`config.mk`:
```
export PLATFORM = sky130hd
export DESIGN_NAME = burst_addr_seq
export DESIGN_NICKNAME = d
export VERILOG_FILES = /design/src/rtl/bas_pkg.sv /design/src/rtl/bas_cmd_decode.sv /design/src/rtl/bas_addr_step.sv /design/src/rtl/bas_data_stage.sv /design/src/rtl/burst_addr_seq.sv
export SDC_FILE = /design/constraint.sdc
export NUM_CORES = 1
export LEC_CHECK = 0
export ABC_AREA = 1
export BUFFER_PORTS_ARGS = -buffer_cell sky130_fd_sc_hd__buf_2
export CAP_MARGIN = 30
export CORE_MARGIN = 4
export CORE_UTILIZATION = 52
export DETAILED_ROUTE_END_ITERATION = 7
export PLACE_DENSITY = 0.77
export SETUP_SLACK_MARGIN = 0.2
export SKIP_LAST_GASP = 1
export SYNTH_ARGS = -nofsm -noshare
export SYNTH_HDL_FRONTEND = slang
export SYNTH_SLANG_ARGS = --single-unit
export TNS_END_PERCENT = 30
```
`constraint.sdc`:
```
create_clock -name clk -period 3.15 [get_ports clk]
set_clock_uncertainty 0.1 [all_clocks]
set_input_delay 0.1575 -clock clk [delete_from_list [all_inputs] [get_ports clk]]
set_output_delay 0.1575 -clock clk [all_outputs]
set_load 0.05 [all_outputs]
```
`src/rtl/bas_pkg.sv`:
```
package bas_pkg;
  localparam logic [1:0] TR_IDLE = 2'b00;
  localparam logic [1:0] TR_BUSY = 2'b01;
  localparam logic [1:0] TR_NSEQ = 2'b10;
  localparam logic [1:0] TR_SEQ  = 2'b11;

  localparam logic [2:0] BR_SINGLE = 3'd0;
  localparam logic [2:0] BR_INCR   = 3'd1;
  localparam logic [2:0] BR_WRAP4  = 3'd2;
  localparam logic [2:0] BR_INCR4  = 3'd3;
  localparam logic [2:0] BR_WRAP8  = 3'd4;
  localparam logic [2:0] BR_INCR8  = 3'd5;
  localparam logic [2:0] BR_WRAP16 = 3'd6;
  localparam logic [2:0] BR_INCR16 = 3'd7;
endpackage

```
`src/rtl/bas_cmd_decode.sv`:
```
module bas_cmd_decode import bas_pkg::*; #(
  parameter int LEN_W    = 8,
  parameter int CNT_W    = 9,
  parameter int MAX_SIZE = 2
) (
  input  logic [2:0]       burst,
  input  logic [2:0]       size,
  input  logic [LEN_W-1:0] len,
  output logic             size_ok,
  output logic [CNT_W-1:0] beats,
  output logic             wrap,
  output logic [2:0]       wrap_lg
);
  always_comb begin
    size_ok = (size <= 3'(MAX_SIZE));
    wrap    = (burst == BR_WRAP4) || (burst == BR_WRAP8) || (burst == BR_WRAP16);
    unique case (burst[2:1])
      2'b01:   wrap_lg = 3'd2;
      2'b10:   wrap_lg = 3'd3;
      2'b11:   wrap_lg = 3'd4;
      default: wrap_lg = 3'd0;
    endcase
    unique case (burst)
      BR_SINGLE:           beats = CNT_W'(1);
      BR_INCR:             beats = CNT_W'(len) + CNT_W'(1);
      BR_WRAP4, BR_INCR4:  beats = CNT_W'(4);
      BR_WRAP8, BR_INCR8:  beats = CNT_W'(8);
      default:             beats = CNT_W'(16);
    endcase
  end
endmodule

```
`src/rtl/bas_addr_step.sv`:
```
module bas_addr_step #(
  parameter int ADDR_W = 32
) (
  input  logic [ADDR_W-1:0] addr,
  input  logic [2:0]        size,
  input  logic              wrap,
  input  logic [2:0]        wrap_lg,
  output logic [ADDR_W-1:0] nxt
);
  logic [ADDR_W-1:0] step;
  logic [ADDR_W-1:0] inc;
  logic [ADDR_W-1:0] mask;
  logic [3:0]        blk_lg;

  always_comb begin
    step   = ADDR_W'(1) << size;
    inc    = addr + step;
    blk_lg = {1'b0, size} + {1'b0, wrap_lg};
    mask   = (ADDR_W'(1) << blk_lg) - ADDR_W'(1);
    if (wrap) nxt = (addr & ~mask) | (inc & mask);
    else      nxt = inc;
  end
endmodule

```
`src/rtl/bas_data_stage.sv`:
```
module bas_data_stage #(
  parameter int DATA_W = 32
) (
  input  logic              clk,
  input  logic              rst,
  input  logic              bus_ready,
  input  logic              bus_err,
  input  logic              acc,
  input  logic              acc_write,
  input  logic              acc_last,
  input  logic [DATA_W-1:0] wr_data,
  input  logic [DATA_W-1:0] bus_rdata,
  output logic [DATA_W-1:0] bus_wdata,
  output logic              dph_valid,
  output logic              err_now,
  output logic [DATA_W-1:0] rd_data,
  output logic              rd_valid,
  output logic              fin,
  output logic              fin_err
);
  logic dph_write;
  logic dph_last;

  assign err_now = dph_valid && bus_ready && bus_err;

  always_ff @(posedge clk) begin
    if (rst) begin
      dph_valid <= 1'b0;
      dph_write <= 1'b0;
      dph_last  <= 1'b0;
      bus_wdata <= '0;
      rd_data   <= '0;
      rd_valid  <= 1'b0;
      fin       <= 1'b0;
      fin_err   <= 1'b0;
    end else begin
      rd_valid <= 1'b0;
      fin      <= 1'b0;
      fin_err  <= 1'b0;
      if (bus_ready) begin
        if (dph_valid) begin
          if (bus_err) begin
            fin     <= 1'b1;
            fin_err <= 1'b1;
          end else begin
            if (!dph_write) begin
              rd_data  <= bus_rdata;
              rd_valid <= 1'b1;
            end
            if (dph_last) fin <= 1'b1;
          end
        end
        if (acc && !err_now) begin
          dph_valid <= 1'b1;
          dph_write <= acc_write;
          dph_last  <= acc_last;
          if (acc_write) bus_wdata <= wr_data;
        end else begin
          dph_valid <= 1'b0;
        end
      end
    end
  end
endmodule

```
`src/rtl/burst_addr_seq.sv`:
```
module burst_addr_seq import bas_pkg::*; #(
  parameter int ADDR_W = 32,
  parameter int DATA_W = 32,
  parameter int LEN_W  = 8
) (
  input  logic              clk,
  input  logic              rst,
  input  logic              cmd_valid,
  output logic              cmd_ready,
  input  logic [ADDR_W-1:0] cmd_addr,
  input  logic [2:0]        cmd_burst,
  input  logic [2:0]        cmd_size,
  input  logic              cmd_write,
  input  logic [LEN_W-1:0]  cmd_len,
  output logic              cmd_reject,
  input  logic              loc_busy,
  input  logic [DATA_W-1:0] wr_data,
  output logic              beat_take,
  output logic [DATA_W-1:0] rd_data,
  output logic              rd_valid,
  output logic              done,
  output logic              err_flag,
  output logic [ADDR_W-1:0] bus_addr,
  output logic [1:0]        bus_trans,
  output logic [2:0]        bus_burst,
  output logic [2:0]        bus_size,
  output logic              bus_write,
  output logic [DATA_W-1:0] bus_wdata,
  input  logic              bus_ready,
  input  logic              bus_err,
  input  logic [DATA_W-1:0] bus_rdata
);
  localparam int MAX_SIZE = $clog2(DATA_W / 8);
  localparam int CNT_W    = (LEN_W + 1 > 5) ? LEN_W + 1 : 5;

  logic              run_q;
  logic [CNT_W-1:0]  rem_q;
  logic              wrap_q;
  logic [2:0]        wlg_q;
  logic              size_ok;
  logic [CNT_W-1:0]  dec_beats;
  logic              dec_wrap;
  logic [2:0]        dec_wlg;
  logic [ADDR_W-1:0] nxt_addr;
  logic              dph_valid;
  logic              err_now;
  logic              acc_last;
  logic [1:0]        follow_tr;

  bas_cmd_decode #(.LEN_W(LEN_W), .CNT_W(CNT_W), .MAX_SIZE(MAX_SIZE)) u_dec (
    .burst  (cmd_burst),
    .size   (cmd_size),
    .len    (cmd_len),
    .size_ok(size_ok),
    .beats  (dec_beats),
    .wrap   (dec_wrap),
    .wrap_lg(dec_wlg)
  );

  bas_addr_step #(.ADDR_W(ADDR_W)) u_step (
    .addr   (bus_addr),
    .size   (bus_size),
    .wrap   (wrap_q),
    .wrap_lg(wlg_q),
    .nxt    (nxt_addr)
  );

  assign cmd_ready = !run_q && !dph_valid;
  assign beat_take = bus_ready && bus_trans[1];
  assign acc_last  = (rem_q == CNT_W'(1));
  assign follow_tr = loc_busy ? TR_BUSY : TR_SEQ;

  bas_data_stage #(.DATA_W(DATA_W)) u_data (
    .clk      (clk),
    .rst      (rst),
    .bus_ready(bus_ready),
    .bus_err  (bus_err),
    .acc      (beat_take),
    .acc_write(bus_write),
    .acc_last (acc_last),
    .wr_data  (wr_data),
    .bus_rdata(bus_rdata),
    .bus_wdata(bus_wdata),
    .dph_valid(dph_valid),
    .err_now  (err_now),
    .rd_data  (rd_data),
    .rd_valid (rd_valid),
    .fin      (done),
    .fin_err  (err_flag)
  );

  always_ff @(posedge clk) begin
    if (rst) begin
      run_q      <= 1'b0;
      rem_q      <= '0;
      wrap_q     <= 1'b0;
      wlg_q      <= '0;
      bus_addr   <= '0;
      bus_trans  <= TR_IDLE;
      bus_burst  <= '0;
      bus_size   <= '0;
      bus_write  <= 1'b0;
      cmd_reject <= 1'b0;
    end else begin
      cmd_reject <= 1'b0;
      if (!run_q) begin
        if (cmd_valid && cmd_ready) begin
          if (!size_ok) begin
            cmd_reject <= 1'b1;
          end else begin
            run_q     <= 1'b1;
            rem_q     <= dec_beats;
            wrap_q    <= dec_wrap;
            wlg_q     <= dec_wlg;
            bus_addr  <= cmd_addr;
            bus_trans <= TR_NSEQ;
            bus_burst <= cmd_burst;
            bus_size  <= cmd_size;
            bus_write <= cmd_write;
          end
        end
      end else if (bus_ready) begin
        if (err_now) begin
          run_q     <= 1'b0;
          bus_trans <= TR_IDLE;
        end else if (beat_take) begin
          if (acc_last) begin
            run_q     <= 1'b0;
            bus_trans <= TR_IDLE;
          end else begin
            rem_q     <= rem_q - CNT_W'(1);
            bus_addr  <= nxt_addr;
            bus_trans <= follow_tr;
          end
        end else begin
          bus_trans <= follow_tr;
        end
      end
    end
  end
endmodule

```
## Word-level counts from Yosys, hierarchy flattened

Index checks and enable logic that the tools add are counted.

| cells by class | value |
|---|---|
| bitwise operators | 10 |
| order comparisons | 1 |
| reductions and logical operators | 25 |
| div/mod/pow operators | 0 |
| muxes and demuxes | 38 |
| multipliers | 0 |
| add/sub/neg operators | 5 |
| shifts and indexed selects | 2 |
| equal/unequal tests | 14 |

Operators with widths:

| operator | count |
|---|---|
| 32-bit 2-to-1 mux | 8 |
| 32-bit AND | 2 |
| 9-bit 2-to-1 mux | 7 |
| 9-bit one-hot mux with 4 select lines | 1 |
| 32-bit adder | 1 |
| 32-bit inverter | 1 |
| 32-bit bitwise OR | 1 |
| 1-bit by 3-bit << shifter with 32-bit output, first input constant | 1 |
| 1-bit by 4-bit << shifter with 32-bit output, first input constant | 1 |
| 32-bit by 2-bit subtractor with 32-bit output, second input constant | 1 |
| 2-bit 2-to-1 mux | 8 |
| 1-bit 2-to-1 mux | 13 |
| 8-bit by 1-bit adder with 9-bit output, second input constant | 1 |
| 3-bit equality test, second input constant | 3 |
| 9-bit by 1-bit equality test with 1-bit output, second input constant | 1 |
| 3-bit one-hot mux with 3 select lines | 1 |
| 3-bit AND reduction | 3 |
| 9-bit by 1-bit subtractor with 9-bit output, second input constant | 1 |
| 3-bit by 2-bit equality test with 1-bit output, second input constant | 2 |
| 1-bit logical AND | 6 |
| 2-bit inequality test, second input constant | 3 |
| 1-bit inverter | 6 |
| 6-bit AND reduction | 1 |
| 3-bit OR reduction | 2 |
| other kinds (14) | 20 |

| word-level totals | value |
|---|---|
| word-level logic and storage cells | 113 |
| input bits | 117 |
| output and inout port bits | 111 |
| memory bits (read-only) | 0 |
| RAM bits | 0 |
| flip-flop bits (word level) | 126 |
| latch bits | 0 |
| memories kept | 0 |

## Logic depth before layout (Yosys ltp)

Gate-level depths: netlist of run 1.

| logic depth | value |
|---|---|
| word-level depth | 12 |
| depth in mapped cells | 18 |
| mapped depth without buffers | 18 |

## Hierarchy

From an unflattened synthesis of run 1, not the netlist that was laid out.

| second synthesis, totals | value |
|---|---|
| cell total of the unflattened synthesis | 1183 |
| area total of the unflattened synthesis | 7573.5 um^2 |

Modules (own cells, without submodules):

| module | cells an instance | instances | area each (um^2) | seq. area each (um^2) |
|---|---|---|---|---|
| burst_addr_seq | 430 | 1 | 2766.4 | 1121.1 |
| bas_data_stage | 370 | 1 | 2631.3 | 1401.3 |
| bas_addr_step | 324 | 1 | 1853.0 | 0.0 |
| bas_cmd_decode | 59 | 1 | 322.8 | 0.0 |

## Worst setup path before layout of run 1

No wires, ideal clock.

| timing | value |
|---|---|
| kind | reg-to-reg |
| start point | reg bus_size[0] |
| end point | reg with a tool-made name |
| stages on the path, launching flop included | 15 |
| setup slack | 77 ps |
| buffers on the path | 1 |
| period minus slack after synthesis | 3073 ps |
| data arrival time | 2864 ps |
| cells stage by stage | dfxtp_1 -> ha_1 -> inv_1 -> fa_1 -> buf_2 -> nand3_1 -> nor2_1 -> nand2_1 -> ha_1 -> nand3_1 -> inv_1 -> o21ai_2 -> a21oi_1 -> nand2_1 -> inv_1 |

RTL lines:

| item | line | source |
|---|---|---|
| start: declaration | burst_addr_seq.sv:26 | `output logic [2:0] bus_size,` |
| start signal: assignment | burst_addr_seq.sv:118 | `bus_size <= cmd_size;` |

==> results of run 1 <==
layout make-up:
class	instances	share of cell area, %
flip-flops and latches	126	25.2
well taps	176	2.20
repair buffers	347	23.1
multi-input cells	827	39.8
clock inverters	14	1.42
inverters	107	4.01
clock buffers	17	4.24
worst max-delay path by stage:
stage | from | end | slack, ps
2_1_floorplan | bus_size[0] | flop | 300
3_3_place_gp | bus_size[0] | flop | 460
3_5_place_dp | bus_size[0] | flop | 370
4_1_cts | bus_size[0] | flop | 330
5_1_grt | bus_size[0] | flop | 210
6_report | bus_size[0] | flop | 430
cells by family after synthesis:
group	Yosys count
fa+ha+maj	21
flops	126
xor+xnor	10
simple gates	567
compound gates	229
buf+inv	154
per-layer routing:
metal	vias up	track usage (%)
li1	4257	-
met1	3927	35.6
met2	441	55.7
met3	91	8.66
met4	0	13.5
met5	-	0
power breakdown:
part / internal, µW / switching, µW / total [µW]
Sequential: 1660 / 72.7 / 1730
Combinational: 349 / 626 / 975
Clock: 1160 / 769 / 1930
Total: 3170 / 1470 / 4630
placed cells by master, fill, tap and decap left out, types with 15 or more instances in the layout:
master	Yosys	routed
nor2_1	154	154
clkbuf_16	0	17
ha_1	19	16
inv_1	98	98
dlygate4sd3_1	0	104
a21oi_1	109	109
nand2_1	259	257
o21ai_0	92	92
buf_2	8	227
nor3_1	17	16
nand3_1	101	100
buf_4	7	15
dfxtp_1	126	124
through the flow:
stage | util, % | setup WS [ps] | hold slack [ps] | power, µW | cell area [µm²]
after global routing | 75.4 | 211 | 47.2 | 4820 | 10000
after floorplan | - | 302 | 165 | 2350 | 7110
after CTS | 75.1 | 332 | 9.54 | 4600 | 9980
after detailed placement | 63.0 | 375 | 284 | 2600 | 8380
final | 75.4 | 429 | 9.96 | 4630 | 10000
after global placement | 62.8 | 464 | 277 | 2590 | 8350
worst register-to-register path: stages (launching register included):
cell     delay, ps
dfxtp_4        370
ha_2           190
inv_1           50
fa_1           400
nand2_1        140
nand3_2        110
nor2_1         190
nand2_2        130
ha_4           190
nand4_1        180
nand2_1        100
nand2_2        120
inv_1           80
o21ai_0        180
a21oi_1         60
repair_timing:
item	CTS	global route
hold endpoints to repair	105	0
setup endpoints to repair	0	9
gates resized for setup	0	10
hold buffers	104	0
==> impl_metrics.csv, run 1 <==
group,metric,value,unit
outcome,status,"finished, final reports clean",
sta,finalHoldViolations,0,
power,vdd_ir_drop_max,0.348,mV
sta,tightestPinTransition,832,ps
drt,ant_nets,0,
synth,synth_top_area_cell,"dfxtp_1",
clock_network,numCtsBuffers,17,
setup_path,cpMaxStageDelayCell,"fa_1",
synth,syn_area,7100,µm²
synth,synth_common_cells,"259 x nand2_1, 154 x nor2_1, 126 x dfxtp_1",
power,p_leak,0.00494,µW
setup_path,cp_cell_sequence,"ha_2, inv_1, fa_1, nand2_1, nand3_2, nor2_1, nand2_2, ha_4, nand4_1, nand2_1, nand2_2, inv_1, o21ai_0, a21oi_1",
placed_design,dpl.hpwl,16000,µm
clock_network,h-tree-depth,4,
global_routing,overflow,0,
synth,netlist_instances,1107,
finish,fillers,1018,
sta,relSlewSlack,44.5,%
synth,synth-seq-cells,126,
synth,synth_nets,1245,
synth,ys_types,38,
global_routing,grt_max_degree,57,
drt,drc_errors,0,
finish,drive_gt1_share,21.5,%
floorplanning,pin_count,228,
synth,yosys.cell_count.top_type,"nand2_1",
setup_path,cp.required,3360,ps
drt,vias,8716,
drt,wl_met2,12400,µm
synth,synth-xor-area-share,1.23,%
synth,synth_compound_area_share,16.9,%
setup_path,cp_top_family,"simple AND/OR/NAND/NOR gates",
setup_path,arrival,2930,ps
sta,finalCritPeriodShare,86.4,%
clock_network,cts-root-buf,"clkbuf_16",
drt,wirelength,25100,µm
global_routing,gr-usage-all-layers,31.5,%
drt,wl_met1,9650,µm
setup_path,cpPeakStageDelay,400,ps
setup_path,worstSetupPathDepth,14,
synth,synth-adder-area-share,3.91,%
finish,area.sequential,2530,µm²
setup_path,path_class,"flop to flop",
drt,dr.first_iter.drc_count,711,
synth,synth-async-reset-ratio,0,%
finish,syn_to_final_growth,41.1,%
floorplanning,dieArea,15600,µm²
floorplanning,die_h,125,µm
setup_path,cp-start-kind,"flop",
clock_network,clock_latency,430,ps
sta,drv_slew,0,
sta,finalSetupViolations,0,
synth,synth_top_family_by_area,"simple AND/OR/NAND/NOR gates",
setup_path,rrSetupSlack,430,ps
setup_path,path_buf_inv,2,
floorplanning,core,13300,µm²
floorplanning,die_x,125,µm
power,powerDensity,462,nW/µm²
synth,synth-seq-area-share,35.5,%
setup_path,endpoint_kind,"flop",
global_routing,grt_pass1_vias,8454,
floorplanning,start_util,53.4,%
setup_path,reg2reg_from,"bus_size[0]",
clock_network,cts.clk_slew.worst_paths,60,ps
clock_network,clkSinkCount,126,
finish,fin_nets,1564,
finish,multiInputGateArea,3990,µm²
sta,min_period,2720,ps
floorplanning,core.rowCount,42,
job,drv_cap,0,
drt,met3RoutedLength,2110,µm
clock_network,cts_tree,"yes",
synth,avgSynthCellArea,6.42,µm²
synth,yosys.area.top_type_share,35.5,%
synth,yosysWarnings,0,
global_routing,antenna_found_initial,0,
clock_network,cts_buffer_depth,2,
drt,firstDrtPassIters,6,
drt,avgViaCountPerCell,5.40,
drt,wl_per_cell,15.5,µm
drt,highest_layer,"met4",
worst_hold_path,hold-path-cell-count,5,
global_routing,grt_pass1_wl,40800,µm
synth,synth_edf_count,0,
synth,synth.area.mux_share,0,%
setup_path,r2r_cells,14,
synth,yosys-top-cells-area,"dfxtp_1 36%, nand2_1 14%, nor2_1 8.1%",
sta,clock.fmax,0.368,GHz
synth,synth-simple-area-share,33.5,%
worst_hold_path,min_from,"cmd_addr[1]",
finish,fin_cells,1614,
sta,finalSetupTns,0,ps
setup_path,crit_fanout,7,
finish,insertedDiodeCount,0,
synth,ys.flop_type,"dfxtp_1",
placed_design,numPlacedInstances,1479,
placed_design,portBuffers,227,
sta,rsz0062_at_grt,"no",
worst_hold_path,hold_path_class,"input pin to flop",
placed_design,place.gp.congestion,0.950,
clock_network,post-cts-setup-buffer-count,0,
Power figures use the tool's default switching activity.
==> inputs of run 2 (changes only) <==
--- a/config.mk
+++ b/config.mk
@@ -8,6 +8,7 @@
 export ABC_AREA = 1
 export BUFFER_PORTS_ARGS = -buffer_cell sky130_fd_sc_hd__buf_2
 export CAP_MARGIN = 30
+export CORE_ASPECT_RATIO = 1.2
 export CORE_MARGIN = 4
 export CORE_UTILIZATION = 52
 export DETAILED_ROUTE_END_ITERATION = 7
==> impl_metrics.csv, run 2 (synthesized netlist as in run 1, its figures left out) <==
group,metric,value,unit
clock_network,post-cts-setup-buffer-count,0,
drt,wirelength,25800,µm
finish,fillers,1016,
sta,finalCritPeriodShare,90.1,%
floorplanning,start_util,53.4,%
drt,met3RoutedLength,2260,µm
global_routing,overflow,0,
outcome,status,"finished, final reports clean",
drt,ant_nets,0,
clock_network,cts.clk_slew.worst_paths,60,ps
floorplanning,core.rowCount,46,
drt,avgViaCountPerCell,5.41,
drt,wl_met2,12900,µm
clock_network,clock_latency,430,ps
global_routing,grt_max_degree,51,
sta,tightestPinTransition,589,ps
placed_design,place.gp.congestion,0.997,
global_routing,antenna_found_initial,0,
power,p_leak,0.00497,µW
sta,finalSetupTns,0,ps
placed_design,portBuffers,227,
global_routing,grt_pass1_wl,39800,µm
clock_network,cts_buffer_depth,2,
setup_path,cpMaxStageDelayCell,"fa_1",
sta,finalSetupViolations,0,
drt,dr.first_iter.drc_count,684,
clock_network,numCtsBuffers,17,
setup_path,arrival,3050,ps
finish,final_area,10100,µm²
drt,vias,8721,
floorplanning,core,13300,µm²
worst_hold_path,hold_path_class,"input pin to flop",
drt,wl_met1,9400,µm
power,powerDensity,463,nW/µm²
job,drv_cap,0,
drt,highest_layer,"met4",
finish,layout_common_cells,"257 x nand2_1, 227 x buf_2, 154 x nor2_1, 124 x dfxtp_1, 109 x a21oi_1",
setup_path,cpPeakStageDelay,400,ps
floorplanning,die_h,136,µm
sta,clock.fmax,0.352,GHz
setup_path,cp.required,3370,ps
placed_design,dpl_cell_area,8370,µm²
floorplanning,pin_count,228,
clock_network,cts-root-buf,"clkbuf_16",
clock_network,h-tree-depth,4,
global_routing,gr-usage-all-layers,31.9,%
drt,drc_errors,0,
setup_path,endpoint_kind,"flop",
drt,wl_per_cell,16.0,µm
power,vdd_ir_drop_max,0.380,mV
finish,syn_to_final_growth,41.9,%
sta,rsz0062_at_grt,"no",
floorplanning,die_x,115,µm
floorplanning,dieArea,15600,µm²
clock_network,clkSinkCount,126,
finish,drive_gt1_share,21.5,%
setup_path,cp_cell_sequence,"ha_1, inv_1, fa_1, inv_1, nand2_1, nand2_2, nand4_1, ha_4, nand4_1, nand2_1, nand2_2, inv_2, o21ai_0, a21oi_1",
drt,firstDrtPassIters,6,
setup_path,cp-start-kind,"flop",
sta,relSlewSlack,60.7,%
sta,drv_slew,0,
sta,finalHoldViolations,0,
power,finalPower,4670,µW
setup_path,path_class,"flop to flop",
setup_path,crit_fanout,7,
clock_network,cts_tree,"yes",
placed_design,dpl.hpwl,16300,µm
finish,final_common_cell,"nand2_1",
global_routing,grt_pass1_vias,8278,
finish,fin_nets,1568,
sta,min_period,2840,ps
run 2: layout make-up:
type,count,area [µm²],area share (%)
repair buffers,351,2360,23.4
well taps,168,210,2.09
inverters,107,402,3.99
diodes,1,2.50,0.0248
flip-flops and latches,126,2520,25.1
clock buffers,19,453,4.49
clock inverters,13,126,1.25
multi-input cells,827,4000,39.7
run 2: per-layer routing:
metal | vias up | GRT usage [%]
li1 | 4274 | -
met2 | 447 | 56.1
met4 | 0 | 17.2
met3 | 100 | 8.73
met5 | - | 0
met1 | 3900 | 34.5
run 2: final timing paths:
check | start | to | slack [ps] | cells after the start
worst min-delay path | cmd_len[1] | rem_q[1] | 30 | 4
worst max register to register | bus_size[0] | flop | 310 | 14
worst max-delay path | bus_size[0] | flop | 310 | 14
worst min register to register | u_data.bus_wdata[8] | u_data.bus_wdata[8] | 360 | 2
run 2: worst max-delay path: cells and delay by family (launching register included):
kind	cells	cell delay [ps]
AO/OA/AOI/OAI	2	230
adder cells (fa/ha/maj)	3	900
buffers and inverters	3	250
AND/OR/NAND/NOR	6	840
flip-flops	1	380
run 2: what timing repair did:
item | CTS | global route
hold endpoints to repair | 108 | 0
gates resized for setup | 0 | 10
hold buffers | 108 | 0
setup endpoints to repair | 0 | 9
run 2: power by group:
group | internal (µW) | leakage, µW | switching (µW) | total, µW
Clock | 1140 | 0.000286 | 804 | 1950
Sequential | 1660 | 0.00102 | 70.8 | 1730
Combinational | 358 | 0.00366 | 634 | 992
run 2: through the flow:
| step | hold WS [ps] | worst slack, ps | util (%) | instances |
|---|---|---|---|---|
| after detailed placement | 284 | 371 | 62.9 | 1471 |
| after CTS | 17.2 | 348 | 75.4 | 1611 |
| after global routing | 57.1 | 116 | 75.8 | 1611 |
| after global placement | 277 | 451 | 62.7 | 1470 |
| after floorplan | 165 | 302 | - | 1107 |
| final | 25.0 | 312 | 75.8 | 1612 |
==> inputs of run 3 (changes only) <==
--- a/config.mk
+++ b/config.mk
@@ -5,12 +5,11 @@
 export SDC_FILE = /design/constraint.sdc
 export NUM_CORES = 1
 export LEC_CHECK = 0
-export ABC_AREA = 1
 export BUFFER_PORTS_ARGS = -buffer_cell sky130_fd_sc_hd__buf_2
 export CAP_MARGIN = 30
 export CORE_ASPECT_RATIO = 1.2
 export CORE_MARGIN = 4
-export CORE_UTILIZATION = 52
+export CORE_UTILIZATION = 51
 export DETAILED_ROUTE_END_ITERATION = 7
 export PLACE_DENSITY = 0.77
 export SETUP_SLACK_MARGIN = 0.2
==> impl_metrics.csv, run 3 <==
group,metric,value,unit
outcome,status,"finished, final reports clean",
power,vdd_ir_drop_max,0.414,mV
finish,final_area,9870,µm²
finish,drive_gt1_share,27.6,%
clock_network,cts_buffer_depth,2,
sta,drv_slew,0,
setup_path,endpoint_kind,"flop",
synth,synth-seq-area-share,37.4,%
power,p_seq_share,36.4,%
synth,synth-xor-area-share,2.34,%
placed_design,dpl.hpwl,16100,µm
power,powerDensity,472,nW/µm²
synth,synth_top_area_cell,"dfxtp_1",
finish,syn_to_final_growth,46.4,%
setup_path,arrival,3190,ps
setup_path,reg2reg_from,"bus_size[0]",
worst_hold_path,hold_path_class,"input pin to flop",
synth,synth-async-reset-ratio,0,%
power,switchingPower,1330,µW
global_routing,grt_pass1_vias,8128,
synth,ys.flop_type,"dfxtp_1",
setup_path,cpPeakStageDelay,560,ps
setup_path,crit_fanout,6,
clock_network,h-tree-depth,4,
finish,insertedDiodeCount,0,
synth,synth-simple-area-share,25.5,%
synth,synth_top_family_by_area,"simple AND/OR/NAND/NOR gates",
power,p_leak,0.00426,µW
floorplanning,core,12800,µm²
synth,synth_compound_area_share,24.9,%
sta,relSlewSlack,52.5,%
global_routing,gr-usage-all-layers,32.6,%
sta,rsz0062_at_grt,"yes",
setup_path,cp.required,3360,ps
floorplanning,die_h,134,µm
setup_path,cp-start-kind,"flop",
finish,final_common_cell,"buf_2",
drt,vias,8229,
finish,fillers,888,
setup_path,cpMaxStageDelayCell,"fa_2",
power,power_frac_clock,45.3,%
clock_network,cts_tree,"yes",
global_routing,grt_pass1_wl,40000,µm
drt,wl_per_cell,18.5,µm
finish,fin_nets,1352,
synth,synth-seq-cells,126,
sta,min_period,2980,ps
floorplanning,start_util,52.8,%
synth,synth.area.mux_share,1.37,%
finish,layout_common_cells,"226 x buf_2, 210 x nand2_1, 125 x a21oi_1, 121 x dfxtp_1, 88 x dlygate4sd3_1",
synth,synth_common_cells,"210 x nand2_1, 126 x a21oi_1, 126 x dfxtp_1",
global_routing,overflow,0,
synth,syn_area,6740,µm²
synth,yosys.area.top_type_share,37.4,%
drt,firstDrtPassIters,5,
floorplanning,dieArea,15100,µm²
sta,clock.fmax,0.336,GHz
synth,synth_edf_count,0,
drt,avgViaCountPerCell,5.92,
setup_path,cp_cell_sequence,"ha_4, inv_2, fa_2, inv_4, nor2_4, nand3b_1, ha_4, buf_6, nand4_1, o21ai_1, buf_4, nor3b_1, a32o_1, a22o_1",
synth,yosys-top-cells-area,"dfxtp_1 37%, nand2_1 12%, a21oi_1 9.4%",
clock_network,numCtsBuffers,17,
setup_path,crit_top_cell,"ha_4",
setup_path,path_class,"flop to flop",
drt,ant_nets,0,
placed_design,dpl_cell_area,8200,µm²
global_routing,antenna_found_initial,0,
global_routing,grt_max_degree,53,
floorplanning,core.rowCount,45,
sta,hold_ws,11.7,ps
sta,finalCritPeriodShare,94.5,%
power,switching_share,28.4,%
power,p_int,3340,µW
worst_hold_path,min_from,"cmd_addr[2]",
sta,finalSetupViolations,0,
synth,avgSynthCellArea,7.51,µm²
floorplanning,die_x,113,µm
sta,finalHoldViolations,0,
synth,synth_nets,1036,
synth,synth-adder-area-share,4.12,%
clock_network,cts.clk_slew.worst_paths,60,ps
job,drv_cap,0,
sta,finalSetupTns,0,ps
synth,yosysWarnings,0,
power,combinationalPowerShare,18.3,%
placed_design,portBuffers,227,
clock_network,clkSinkCount,126,
drt,dr.first_iter.drc_count,754,
sta,tightestPinTransition,709,ps
floorplanning,pin_count,228,
drt,wirelength,25700,µm
synth,yosys.cell_count.top_type,"nand2_1",
drt,drc_errors,0,
setup_path,crit_start,"bus_size[0]",
placed_design,place.gp.congestion,0.963,
synth,netlist_instances,898,
clock_network,cts-root-buf,"clkbuf_16",
synth,ys_types,73,
clock_network,clock_latency,420,ps
## run 3: cell types whose count changed in the layout (fill, tap and decap cells not counted), moves of 16 or more
cell / before / now
nor2_1: 154 / 53
inv_1: 97 / 18
nand3_1: 101 / 25
o21ai_0: 92 / 30
nand2_1: 257 / 210
buf_4: 15 / 35
dlygate4sd3_1: 108 / 88
and3_1: 0 / 17
a21oi_1: 109 / 125
## run 3: power groups by stage
stage          logic, µW  clock network (µW)  registers [µW]
3_3_place_gp         681                   0            1730
5_1_grt              911                2180            1700
3_5_place_dp         687                   0            1730
2_1_floorplan        342                   0            1840
4_1_cts              789                2120            1700
6_report             852                2110            1700
## run 3: path summary, 6_finish.rpt
check / slack, ps / cells after the start / end
min reg2reg: 350 / 2 / u_data.rd_data[10]
max: 170 / 14 / flop
min: 10 / 4 / flop
max reg2reg: 170 / 14 / flop
## run 3: per-stage QoR
step / utilization, % / power, µW / instances / worst slack, ps
after global routing: 77.2 / 4790 / 1390 / 63.9
after detailed placement: 64.1 / 2420 / 1263 / 136
after global placement: 63.9 / 2410 / 1261 / 184
final: 77.2 / 4660 / 1390 / 173
after floorplan: - / 2180 / 898 / 203
after CTS: 76.2 / 4600 / 1385 / 201
## run 3: worst max-delay path: cells and delay by family, from the launching register on
family | cells | cell delay, ps
flops | 1 | 370
buf+inv | 4 | 390
compound gates | 3 | 460
fa+ha+maj | 3 | 970
simple gates | 4 | 570
## run 3: logic make-up after synthesis
logic type	count (synthesis)
AO/OA/AOI/OAI	268
XOR/XNOR	18
adder cells (fa/ha/maj)	21
buffers and inverters	75
flip-flops	126
multiplexers	9
AND/OR/NAND/NOR	381
## run 3: repair_timing
action / CTS / global route
setup endpoints to repair: 4 / 15
pin swaps: 3 / 11
hold buffers: 88 / 0
hold endpoints to repair: 90 / 0
setup buffers: 3 / 5
gates resized for setup: 3 / 25
## run 3: layout make-up
cell class / count / area (µm²) / area share [%]
tap: 164 / 205 / 2.08
sequential: 126 / 2540 / 25.7
clock inverter: 12 / 185 / 1.88
clock buffer: 19 / 443 / 4.49
timing repair buffer: 352 / 2320 / 23.5
multi-input combinational: 697 / 4110 / 41.6
inverter: 20 / 77.6 / 0.786
## run 3: routing by layer
metal  global-route usage, %  routed length, µm  up-vias
li1                        -                  -     3837
met1                    36.1               9520     3785
met2                    56.7              12700      493
met3                    8.21               2250      114
met4                    17.9               1230        0
met5                       0                  0        -
